File: src/rtl/irq_nest_arb_pkg.sv
// Package: shared constants and the per-cycle action type of the arbiter.
// Assumes: nothing; parameter-free.
package irq_nest_arb_pkg;

    // Level code reserved for the non-maskable request
    localparam int unsigned NMI_LEVEL = 0;

    // Action chosen by the arbiter on the coming clock edge
    typedef enum logic [1:0] {
        ACT_HOLD = 2'd0,
        ACT_TAKE = 2'd1,
        ACT_POP  = 2'd2
    } arb_act_e;

endpackage

File: src/rtl/irq_prio_select.sv
// Module: irq_prio_select
// Finds the most urgent request among the enabled maskable sources.
// Smaller priority number wins; ties go to the lowest index.
// Assumes: req_vec already gated by the global enable. Returns idle_lvl
// when nothing is requested, so a caller's "more urgent" compare fails.
module irq_prio_select #(
    parameter int unsigned NUM_SRC = 8,
    parameter int unsigned PRIO_W  = 3,
    parameter int unsigned LVL_W   = 4,
    parameter int unsigned IDX_W   = 3,
    parameter int unsigned IDLE    = 9
) (
    input  logic [NUM_SRC-1:0]        req_vec,
    input  logic [NUM_SRC*PRIO_W-1:0] prio_flat,
    output logic [LVL_W-1:0]          best_lvl,
    output logic [IDX_W-1:0]          best_id
);

    logic [LVL_W-1:0] cand;

    // Linear scan: strict compare keeps the lowest index on ties
    always_comb begin
        best_lvl = LVL_W'(IDLE);
        best_id  = '0;
        cand     = '0;
        for (int i = 0; i < NUM_SRC; i++) begin
            cand = LVL_W'(prio_flat[i*PRIO_W +: PRIO_W]) + LVL_W'(1);
            if (req_vec[i] && (cand < best_lvl)) begin
                best_lvl = cand;
                best_id  = IDX_W'(i);
            end
        end
    end

endmodule

File: src/rtl/irq_level_stack.sv
// Module: irq_level_stack
// LIFO of preempted handler levels. Push saves the level being
// interrupted; pop hands back the most recently saved one.
// Assumes: caller never pushes when full nor pops when empty; the
// nesting rule (strictly rising urgency) bounds depth to DEPTH.
module irq_level_stack #(
    parameter int unsigned DEPTH = 8,
    parameter int unsigned LVL_W = 4
) (
    input  logic             clk,
    input  logic             rst_n,
    input  logic             push,
    input  logic             pop,
    input  logic [LVL_W-1:0] push_lvl,
    output logic [LVL_W-1:0] top_lvl,
    output logic             empty
);

    localparam int unsigned SP_W   = $clog2(DEPTH + 1);
    localparam int unsigned ADDR_W = (DEPTH > 1) ? $clog2(DEPTH) : 1;

    logic [LVL_W-1:0] mem [DEPTH];
    logic [SP_W-1:0]  sp;
    logic [SP_W-1:0]  sp_m1;

    // Entry below the pointer is the top of stack
    always_comb begin
        sp_m1   = sp - SP_W'(1);
        top_lvl = mem[sp_m1[ADDR_W-1:0]];
        empty   = (sp == '0);
    end

    // Pointer and storage update
    always_ff @(posedge clk) begin
        if (!rst_n) begin
            sp <= '0;
            for (int i = 0; i < DEPTH; i++) mem[i] <= '0;
        end else if (push) begin
            mem[sp[ADDR_W-1:0]] <= push_lvl;
            sp                  <= sp + SP_W'(1);
        end else if (pop) begin
            sp <= sp_m1;
        end
    end

    AST_STACK_NO_OVERFLOW: assert property (@(posedge clk) disable iff (!rst_n)
        push |-> (sp < SP_W'(DEPTH)));
    AST_STACK_NO_UNDERFLOW: assert property (@(posedge clk) disable iff (!rst_n)
        pop |-> !empty);
    AST_STACK_ONE_OP: assert property (@(posedge clk) disable iff (!rst_n)
        !(push && pop));

endmodule

File: src/rtl/irq_nest_arb.sv
// Module: irq_nest_arb (top)
// Chooses whether the core enters a new handler. It tracks the running
// level, saves preempted levels on a stack and restores them on completion.
// Level codes: 0 non-maskable, p+1 for source priority p, NLEV+1 idle.
// Assumes: hdl_done pulses once per finished handler; pending bits are
// cleared by their owners, not here.
module irq_nest_arb
    import irq_nest_arb_pkg::*;
#(
    parameter int unsigned NUM_SRC = 8,
    parameter int unsigned PRIO_W  = 3,
    parameter int unsigned IDX_W   = (NUM_SRC > 1) ? $clog2(NUM_SRC) : 1,
    parameter int unsigned LVL_W   = $clog2((1 << PRIO_W) + 2)
) (
    input  logic                      clk,
    input  logic                      rst_n,
    input  logic [NUM_SRC-1:0]        irq_pend,
    input  logic [NUM_SRC*PRIO_W-1:0] irq_prio,
    input  logic                      nest_en,
    input  logic                      gie,
    input  logic                      hdl_done,
    input  logic                      nmi_req,
    output logic                      take,
    output logic [IDX_W-1:0]          take_src,
    output logic                      take_nmi,
    output logic [LVL_W-1:0]          run_level
);

    localparam int unsigned NLEV = 1 << PRIO_W;
    localparam int unsigned IDLE = NLEV + 1;
    localparam logic [LVL_W-1:0] IDLE_LVL = LVL_W'(IDLE);

    logic [NUM_SRC-1:0] gated_req;
    logic [LVL_W-1:0]   sel_lvl;
    logic [IDX_W-1:0]   sel_id;
    logic [LVL_W-1:0]   win_lvl;
    logic [IDX_W-1:0]   win_id;
    logic               win_nmi;
    logic               busy;
    logic               allowed;
    arb_act_e           act;
    logic               stk_push;
    logic               stk_pop;
    logic [LVL_W-1:0]   stk_top;
    logic               stk_empty;

    // Global enable masks every maskable source
    always_comb gated_req = gie ? irq_pend : '0;

    irq_prio_select #(
        .NUM_SRC (NUM_SRC),
        .PRIO_W  (PRIO_W),
        .LVL_W   (LVL_W),
        .IDX_W   (IDX_W),
        .IDLE    (IDLE)
    ) u_select (
        .req_vec   (gated_req),
        .prio_flat (irq_prio),
        .best_lvl  (sel_lvl),
        .best_id   (sel_id)
    );

    // Non-maskable request overrides the maskable winner
    always_comb begin
        if (nmi_req) begin
            win_lvl = LVL_W'(NMI_LEVEL);
            win_id  = '0;
            win_nmi = 1'b1;
        end else begin
            win_lvl = sel_lvl;
            win_id  = sel_id;
            win_nmi = 1'b0;
        end
    end

    // Action for this edge: completion first, then preemption or entry
    always_comb begin
        busy    = (run_level != IDLE_LVL);
        allowed = win_nmi || nest_en || !busy;
        if (hdl_done) begin
            act = busy ? ACT_POP : ACT_HOLD;
        end else if ((win_lvl < run_level) && allowed) begin
            act = ACT_TAKE;
        end else begin
            act = ACT_HOLD;
        end
        stk_push = (act == ACT_TAKE) && busy;
        stk_pop  = (act == ACT_POP) && !stk_empty;
    end

    irq_level_stack #(
        .DEPTH (NLEV),
        .LVL_W (LVL_W)
    ) u_stack (
        .clk      (clk),
        .rst_n    (rst_n),
        .push     (stk_push),
        .pop      (stk_pop),
        .push_lvl (run_level),
        .top_lvl  (stk_top),
        .empty    (stk_empty)
    );

    // Running level and take outputs
    always_ff @(posedge clk) begin
        if (!rst_n) begin
            run_level <= IDLE_LVL;
            take      <= 1'b0;
            take_src  <= '0;
            take_nmi  <= 1'b0;
        end else begin
            take <= 1'b0;
            case (act)
                ACT_TAKE: begin
                    run_level <= win_lvl;
                    take      <= 1'b1;
                    take_src  <= win_id;
                    take_nmi  <= win_nmi;
                end
                ACT_POP: begin
                    run_level <= stk_empty ? IDLE_LVL : stk_top;
                end
                default: begin
                end
            endcase
        end
    end

    AST_TAKE_RAISES_URGENCY: assert property (@(posedge clk) disable iff (!rst_n)
        take |-> (run_level < $past(run_level)));
    AST_DONE_BLOCKS_TAKE: assert property (@(posedge clk) disable iff (!rst_n)
        hdl_done |=> !take);
    AST_GIE_BLOCKS_MASKABLE: assert property (@(posedge clk) disable iff (!rst_n)
        (!gie && !nmi_req) |=> !take);
    AST_NO_NEST_DEFERS: assert property (@(posedge clk) disable iff (!rst_n)
        (!nest_en && !nmi_req && (run_level != IDLE_LVL)) |=> !take);
    AST_NMI_LEVEL_ZERO: assert property (@(posedge clk) disable iff (!rst_n)
        (take && take_nmi) |-> (run_level == '0 && take_src == '0));
    AST_LEVEL_IN_RANGE: assert property (@(posedge clk) disable iff (!rst_n)
        run_level <= IDLE_LVL);

endmodule

File: config.mk
export PLATFORM = sky130hd
export DESIGN_NAME = irq_nest_arb
export DESIGN_NICKNAME = d
export VERILOG_FILES = /design/src/rtl/irq_nest_arb_pkg.sv /design/src/rtl/irq_prio_select.sv /design/src/rtl/irq_level_stack.sv /design/src/rtl/irq_nest_arb.sv
export SDC_FILE = /design/constraint.sdc
export NUM_CORES = 1
export LEC_CHECK = 0
export ABC_AREA = 1
export BUFFER_PORTS_ARGS = -buffer_cell sky130_fd_sc_hd__clkbuf_2
export CELL_PAD_IN_SITES_DETAIL_PLACEMENT = 0
export CELL_PAD_IN_SITES_GLOBAL_PLACEMENT = 1
export CORE_MARGIN = 1
export CORE_UTILIZATION = 43
export DETAILED_ROUTE_END_ITERATION = 16
export PLACE_DENSITY = 0.86
export SETUP_SLACK_MARGIN = 0.5
export SLEW_MARGIN = 20
export SYNTH_ARGS = -nofsm -noshare
export SYNTH_HDL_FRONTEND = slang
export SYNTH_SLANG_ARGS = --single-unit
File: constraint.sdc
create_clock -name clk -period 13 [get_ports clk]
set_clock_uncertainty 0.1 [all_clocks]
set_input_delay 0.65 -clock clk [delete_from_list [all_inputs] [get_ports clk]]
set_output_delay 0.65 -clock clk [all_outputs]
set_load 0.03 [all_outputs]
Word level (Yosys, flattened, before mapping) --
Memories as Yosys holds them, arrays and structs flattened. Cells that the tools add are included.
Cells by class: bitwise gates (word level) 0, multiplexer cells 34, eq/ne operators 3, magnitude comparators 9, div/mod/pow operators 0, add/sub/neg operators 10, reductions and logical operators 19, multipliers 0, shifts and indexed selects 0
Operator list (number):
- $mux 4 | 13
- $add 3x1->4 const B | 8
- $lt 4x4->1 | 8
- $mux 3 | 6
- $logic_and 1x1->1 | 11
- $mux 1 | 9
- $mux 2 | 4
- $mux 8 | 1
- $pmux 4 s2 | 1
- $add 4x1->4 const B | 1
- $logic_not 4->1 | 1
- $lt 4x4->1 const B | 1
- $ne 4x4->1 const B | 1
- $reduce_bool 2->1 | 2
- $reduce_or 4->1 | 1
- $sub 4x1->4 const B | 1
- $eq 2x1->1 const B | 1
- $eq 2x2->1 const B | 1
- $logic_not 1->1 | 2
- $logic_or 1x1->1 | 2
Word-level totals: latch bits 0, input bits 38, output and inout bits 9, memory bits (writable) 32, memory bits (read-only) 0, logic and storage cells 81, flip-flop bits (word level) 13, memories 1
Memory list:
- u_stack.mem | depth 8, bits a word 4, read ports 1, clocked after Yosys merged registers in 0, wr ports 8, RTL line irq_level_stack.sv:22 | logic [LVL_W-1:0] mem [DEPTH];

Logic depth before layout (Yosys ltp) --
Gate-level depths: netlist of the first run.
word-level depth 37, mapped depth 65, depth with buffers taken out 64

By module --
Synthesis of the first run repeated with hierarchy kept, for this count alone.
Second synthesis, totals: cell total of the unflattened synthesis 570, area total of the unflattened synthesis 3958.8 µm²
By module, submodules not included:
- irq_level_stack | area an instance 1819.2 µm², instances 1, cells an instance 209, sequential area each 1041.0 µm²
- irq_prio_select | area an instance 1529.0 µm², instances 1, cells an instance 261, sequential area each 0.0 µm²
- irq_nest_arb | area an instance 610.6 µm², instances 1, cells an instance 100, sequential area each 180.2 µm²

Worst setup path before layout of the first run --
OpenSTA, ideal clock, no wires.
path type in2reg, start input port irq_prio[0], end memory u_stack.mem[6][0] (enable), library setup time 361 ps, setup slack 3488 ps, required time 12539 ps, arrival 9050 ps, path buffers 1, stages on the path 46, cells stage by stage ha_1 xnor2_1 nor2_2 inv_1 ha_1 a211oi_2 nand2_4 o21ai_0 ha_1 inv_1 o21ai_1 inv_2 nand2_4 o21ai_0 ha_1 inv_1 o21ai_1 inv_2 [10 not listed] o21ai_1 inv_2 nand2_4 o21ai_0 ha_1 a211oi_1 nand2_4 o21ai_0 ha_1 a211oi_1 nand2_4 o211ai_1 inv_1 ha_1 a2111oi_0 nand3_2 buf_2 o21ai_0
RTL lines:
- from (decl) | RTL line irq_nest_arb.sv:18 | input logic [NUM_SRC*PRIO_W-1:0] irq_prio,
- to (decl) | RTL line irq_level_stack.sv:22

==> results of run 1 <==
[critical path: cells and delay by family]
| family | cells | cell delay, ns |
|---|---|---|
| AO/OA/AOI/OAI | 16 | 4.58 |
| adder cells (fa/ha/maj) | 8 | 2.16 |
| AND/OR/NAND/NOR | 13 | 1.87 |
| buffers and inverters | 12 | 1.20 |
[cells in the mapped netlist (2+ instances only)]
| library cell | count |
|---|---|
| clkinv_1 | 3 |
| a221oi_1 | 4 |
| buf_2 | 2 |
| nand4_1 | 3 |
| nor2_1 | 31 |
| xor2_1 | 3 |
| o211ai_1 | 5 |
| nand2_4 | 9 |
| o22ai_1 | 3 |
| a21oi_1 | 17 |
| nand3_2 | 4 |
| nor3_2 | 5 |
| nand3_1 | 47 |
| nand2_1 | 113 |
| nor2_2 | 4 |
| nor2_4 | 2 |
| buf_6 | 2 |
| ha_1 | 26 |
| edfxtp_1 | 32 |
| dfxtp_1 | 13 |
| and3_1 | 7 |
| nand2_2 | 16 |
| xnor2_1 | 7 |
| a211oi_1 | 2 |
| o21ai_0 | 32 |
| o21ai_1 | 6 |
| nor3_1 | 23 |
| inv_2 | 5 |
| inv_1 | 46 |
| clkbuf_1 | 7 |
[flip-flops by register name (all words and copies together) (netlist names)]
name         count
take             1
take_src         3
run_level        4
take_nmi         1
u_stack.mem     32
u_stack.sp       4
[cells by family (layout without fill, tap and decap cells)]
kind of cell | Yosys count | count (layout) | share of synthesized area, %
and+or+nand+nor | 265 | 265 | 35.77
buffers and inverters | 66 | 109 | 7.375
xor gates and xnor gates | 10 | 10 | 2.412
adders and majority gates | 26 | 26 | 8.959
AOI/OAI and AO/OA | 74 | 74 | 11.85
DFF | 45 | 45 | 33.63
[path summary, 6_finish.rpt]
check                               endpoint  cells after the start                      start
min                 take_src[0]$_SDFFE_PN0N_                      2   take_src[0]$_SDFFE_PN0N_
max          u_stack.mem[4][0]$_SDFFCE_PN0P_                     49                        gie
min reg2reg         take_src[0]$_SDFFE_PN0N_                      2   take_src[0]$_SDFFE_PN0N_
max reg2reg  u_stack.mem[4][0]$_SDFFCE_PN0P_                      8  run_level[0]$_SDFFE_PN1P_
[routing by layer]
layer,up-vias,global-route usage [%],share of wire (%)
li1,1738,-,-
met1,1511,27.14,47
met2,93,35.04,47
met3,10,2.346,5.1
met4,0,4.103,0.87
met5,-,0,0
[through the flow]
| stage | hold WS (ns) | util [%] |
|---|---|---|
| finish | 0.3702 | 49.43 |
| CTS | 0.3697 | 49.43 |
| global placement | 0.3542 | 48.12 |
| global route | 0.3896 | 49.43 |
| floorplan | 0.3962 | - |
| detailed placement | 0.3568 | 48.12 |
[power breakdown]
group	switching [W]	internal [W]	leakage (nW)
Sequential	0.0000207	0.000177	0.438
Clock	0.0000485	0.0000571	0.0552
Combinational	0.000244	0.000104	1.45
[layout make-up]
type	count	area share (%)
Timing Repair Buffer	46	5.697
Inverter	55	5.170
Tap cell	105	3.251
Clock inverter	2	0.8669
Multi-Input combinational cell	375	53.00
Sequential cell	45	30.22
Clock buffer	6	1.796
==> metrics.cfg, run 1 <==
[run_status]
status = finished clean

[detailed_routing]
drtPass1Iterations = 4
drt-wirelength-per-cell_um = 13.49
drtIter0Drc = 191
via_per_inst = 5.287
drc = 0
vias = 3352
drt-total-wl_um = 8553
drt.antenna.violating_nets = 0

[sta]
finalMaxSlewViolations = 0
fin_setup_tns_ns = 0
min_period_ns = 10.65
hold_viol_final = 0
fin_crit_sh_pct = 81.93
rsz0062_at_grt = no
worst_slack_ns = 2.349
worst_pin_slew_ns = 0.9303
max_freq_ghz = 0.09389
setup_viol = 0
relSlewSlack_pct = 36.38

[synthesis]
synthFlopType = edfxtp_1
syn-num-nets = 550
synth_cell_types = 37
synth_top_cell_by_area = edfxtp_1
syn_avg_cell_area_um2 = 7.471
synth_area_mm2 = 0.003631
yosys_warnings = 0
synth_area_leaders = edfxtp_1 (26%), nand2_1 (12%), ha_1 (9.0%)
synth-async-reset-ratio_pct = 0
synth_edf_count = 32
synth_top_cell_area_share_pct = 26.46
synth-seq-cells = 45
ys_seq_area_share_pct = 33.63
synthCells = 486

[critical_path]
r2r_slack_ns = 9.44
arrival_ns = 10.53
start_kind = input port
crit_type = input port to flip-flop
cp_max_fo = 11
crit_top_cell = ha_1
required_ns = 12.88
slowest_delay_ns = 0.83
cp_slowest_cell = a2111oi_0
end_kind = flip-flop

[floorplanning]
core_area_mm2 = 0.008175
ios = 47
fp.dieArea_mm2 = 0.008815
initial_core_util_pct = 44.41
die_h_um = 93.89
die_w_um = 93.89
std_cell_rows = 33

[place]
place.gp.congestion = 0.8601
dp_slack_ns = 2.064
dp_hpwl_um = 6846
dpl_cell_area_mm2 = 0.003934
dp_cells = 626
port_buffers = 46

[global_routing]
antenna_found_initial = 0
grt_remaining_overflow = 0
grt_pass1_vias = 3112
grt_pass1_wl_um = 14110
grt_use_total_pct = 20.28
grt_max_degree = 23

[clocking]
clock_path_buffers = 2
cts_tree = yes
cts_resized = 0
ctsHoldBuffers = 0
cts_buffers = 5
cts_setup_buffers = 0
root_buffer = clkbuf_8
htree_levels = 2
clkSinkCount = 45
clkLatencyLatePin_ns = 0.30
cts.reportedPaths.clkPinSlew_ns = 0.08

[power]
power.density_mw_per_mm2 = 161.2
ir_drop_uv = 69.44
power_w = 0.0006515
leakagePower_nw = 1.945

[final_layout]
nFillCells = 858
multiInputGateArea_mm2 = 0.002142
layout.cells.non_filler = 634
nets = 592
drive_gt1_share_pct = 18.90
fin_area_mm2 = 0.004041
mostFrequentLayoutCells = nand2_1 (113), nand3_1 (47), inv_1 (46), clkbuf_2 (46)
diodes = 0
regArea_mm2 = 0.001221
final_common_cell = nand2_1
syn_to_final_growth_pct = 11.30

[flow_run]
max-cap-violations = 0

[min_path]
worstHoldPathType = flip-flop to flip-flop

No activity file was read; power rests on OpenSTA's default activity.
==> run 2: changes to the inputs <==
--- a/config.mk
+++ b/config.mk
@@ -10,9 +10,9 @@
 export CELL_PAD_IN_SITES_DETAIL_PLACEMENT = 0
 export CELL_PAD_IN_SITES_GLOBAL_PLACEMENT = 1
 export CORE_MARGIN = 1
-export CORE_UTILIZATION = 43
+export CORE_UTILIZATION = 39
 export DETAILED_ROUTE_END_ITERATION = 16
-export PLACE_DENSITY = 0.86
+export PLACE_DENSITY = 0.82
 export SETUP_SLACK_MARGIN = 0.5
 export SLEW_MARGIN = 20
 export SYNTH_ARGS = -nofsm -noshare
==> constraint.sdc (replaced) <==
create_clock -name clk -period 8.71 [get_ports clk]
set_clock_uncertainty 0.1 [all_clocks]
set_input_delay 0.4355 -clock clk [delete_from_list [all_inputs] [get_ports clk]]
set_output_delay 0.4355 -clock clk [all_outputs]
set_load 0.03 [all_outputs]
==> run 2 against run 1 <==
The run now ends with design-rule violations left. Core utilization up 1.9 points. Largest power group unchanged. Critical endpoint is now u_stack.mem[4][3]$_SDFFCE_PN0P_. Sequential power grew 49%. Sequential share of layout area shrank 3.4 points.
==> metrics.cfg, run 2 (synthesis gave the netlist of run 1 again) <==
[global_routing]
grt_pass1_wl_um = 15360
grt_pass1_vias = 3237
antenna_found_initial = 0
grt_max_degree = 23
grt_remaining_overflow = 0
grt_use_total_pct = 19.60

[sta]
hold_ws_ns = 0.3749
worst_pin_slew_ns = 0.7727
finalMaxSlewViolations = 0
setup_viol = 0
min_period_ns = 7.835
hold_viol_final = 0
rsz0062_at_grt = no
relSlewSlack_pct = 48.42
max_freq_ghz = 0.1276
fin_crit_sh_pct = 89.95

[final_layout]
diodes = 0
mostFrequentLayoutCells = nand2_1 (106), nand3_1 (45), clkbuf_2 (45)
nets = 620
largest_reg_flops = 32
drive_gt1_share_pct = 31.42
final_common_cell = nand2_1
final_util_pct = 51.37
reg_top3 = u_stack.mem x32, run_level x4, u_stack.sp x4
syn_to_final_growth_pct = 25.19
largest_register = u_stack.mem
nFillCells = 871

[critical_path]
cp_slowest_cell = a2111oi_4
endpoint = u_stack.mem[4][3]$_SDFFCE_PN0P_
slowest_delay_ns = 0.38
arrival_ns = 7.73
r2r_slack_ns = 5.32
end_kind = flip-flop
crit_top_cell = nand2_4
required_ns = 8.60
start_kind = input port
startpoint = irq_prio[0]
cp_max_fo = 8
reg2reg_depth = 8
crit_type = input port to flip-flop
rr_endpoint = run_level[0]$_SDFFE_PN1P_
r2r_start = u_stack.sp[0]$_SDFFE_PN0P_

[power]
p_clk_share_pct = 14.5
ir_drop_uv = 123.8
sw_frac_of_total_pct = 48.12
p_int_w = 0.0005603
power.density_mw_per_mm2 = 237.6
p_sw_w = 0.0005197
combPwrFrac_pct = 58.1
seq_power_share_pct = 27.4
leakagePower_nw = 2.129

[min_path]
worstHoldPathType = input port to flip-flop
timing.hold.worst_path_depth = 4

[clocking]
cts.reportedPaths.clkPinSlew_ns = 0.09
clkLatencyLatePin_ns = 0.29
clkSinkCount = 45
cts_tree = yes
clock_path_buffers = 2
ctsHoldBuffers = 0
root_buffer = clkbuf_8
htree_levels = 2
cts_buffers = 5

[run_status]
status = complete, but fails checks
failed_checks = design-rule violations

[floorplanning]
core_area_mm2 = 0.008848
initial_core_util_pct = 41.04
die_w_um = 98.49
std_cell_rows = 34
ios = 47
die_h_um = 98.49
fp.dieArea_mm2 = 0.009700

[detailed_routing]
drt-total-wl_um = 9676
routed-wl-met2_um = 4673
drc = 3
via_per_inst = 5.314
vias = 3534
m1WireLength_um = 4476
drt.antenna.violating_nets = 0
drtPass1Iterations = 12
wl_met3_um = 464
routed.top_layer = met4
drtIter0Drc = 193
drt-wirelength-per-cell_um = 14.55

[place]
place.gp.congestion = 0.8355
port_buffers = 46
dp_hpwl_um = 6984

[flow_run]
max-cap-violations = 0

[run 2: worst min path at each step]
stage                                          start                    endpoint  slack, ns
after floorplan           u_stack.sp[3]$_SDFFE_PN0P_  u_stack.sp[3]$_SDFFE_PN0P_       0.40
after global routing                         nmi_req    take_src[2]$_SDFFE_PN0N_       0.40
final                                        nmi_req    take_src[0]$_SDFFE_PN0N_       0.37
after CTS                   take_src[2]$_SDFFE_PN0N_    take_src[2]$_SDFFE_PN0N_       0.39
after global placement      take_src[0]$_SDFFE_PN0N_    take_src[0]$_SDFFE_PN0N_       0.37
after detailed placement    take_src[2]$_SDFFE_PN0N_    take_src[2]$_SDFFE_PN0N_       0.38
[run 2: area by class of cell]
cell class	instances	area, um2	area share [%]
clock inverter	2	35.03	0.7707
sequential	45	1221	26.86
inverter	55	209.0	4.597
tap	108	135.1	2.973
timing repair buffer	74	444.2	9.772
multi-input combinational	375	2429	53.43
clock buffer	6	72.57	1.596
[run 2: power by group through the flow]
stage	combinational (W)	sequential [W]	clock (W)
floorplan	0.000390	0.000310	0
global placement	0.000537	0.000299	0
detailed placement	0.000543	0.000301	0
CTS	0.000578	0.000295	0.000158
global route	0.000691	0.000300	0.000166
finish	0.000627	0.000296	0.000156
[run 2: stage by stage]
stage,setup TNS (ns),total power [W],setup slack (ns),std cells,instance area [um2]
after CTS,0,0.001032,0.5421,653,4304
after floorplan,0,0.0007001,0.5134,486,3695
after global routing,0,0.001158,0.4008,665,4546
after global placement,0,0.0008364,0.06996,634,4039
after detailed placement,-5.584,0.0008433,-0.2231,634,4039
final,0,0.001080,0.8750,665,4546
[run 2: timing repair]
item                                    4_1_cts  5_1_grt
resized for setup                            17       40
buffers inserted                             11       12
endpoints found under the setup margin       75       77
pin swaps                                    13       23
[run 2: worst max-delay path: cells and delay by family]
kind	cells	cell delay, ns
fa+ha+maj	9	2.26
compound gates	13	2.17
simple gates	21	1.88
buf+inv	10	0.81
xor+xnor	1	0.13
[run 2: layer usage]
layer,up-vias,global-route usage (%)
li1,1795,-
met4,0,3.215
met2,96,33.32
met5,-,0
met3,6,2.340
met1,1637,27.25
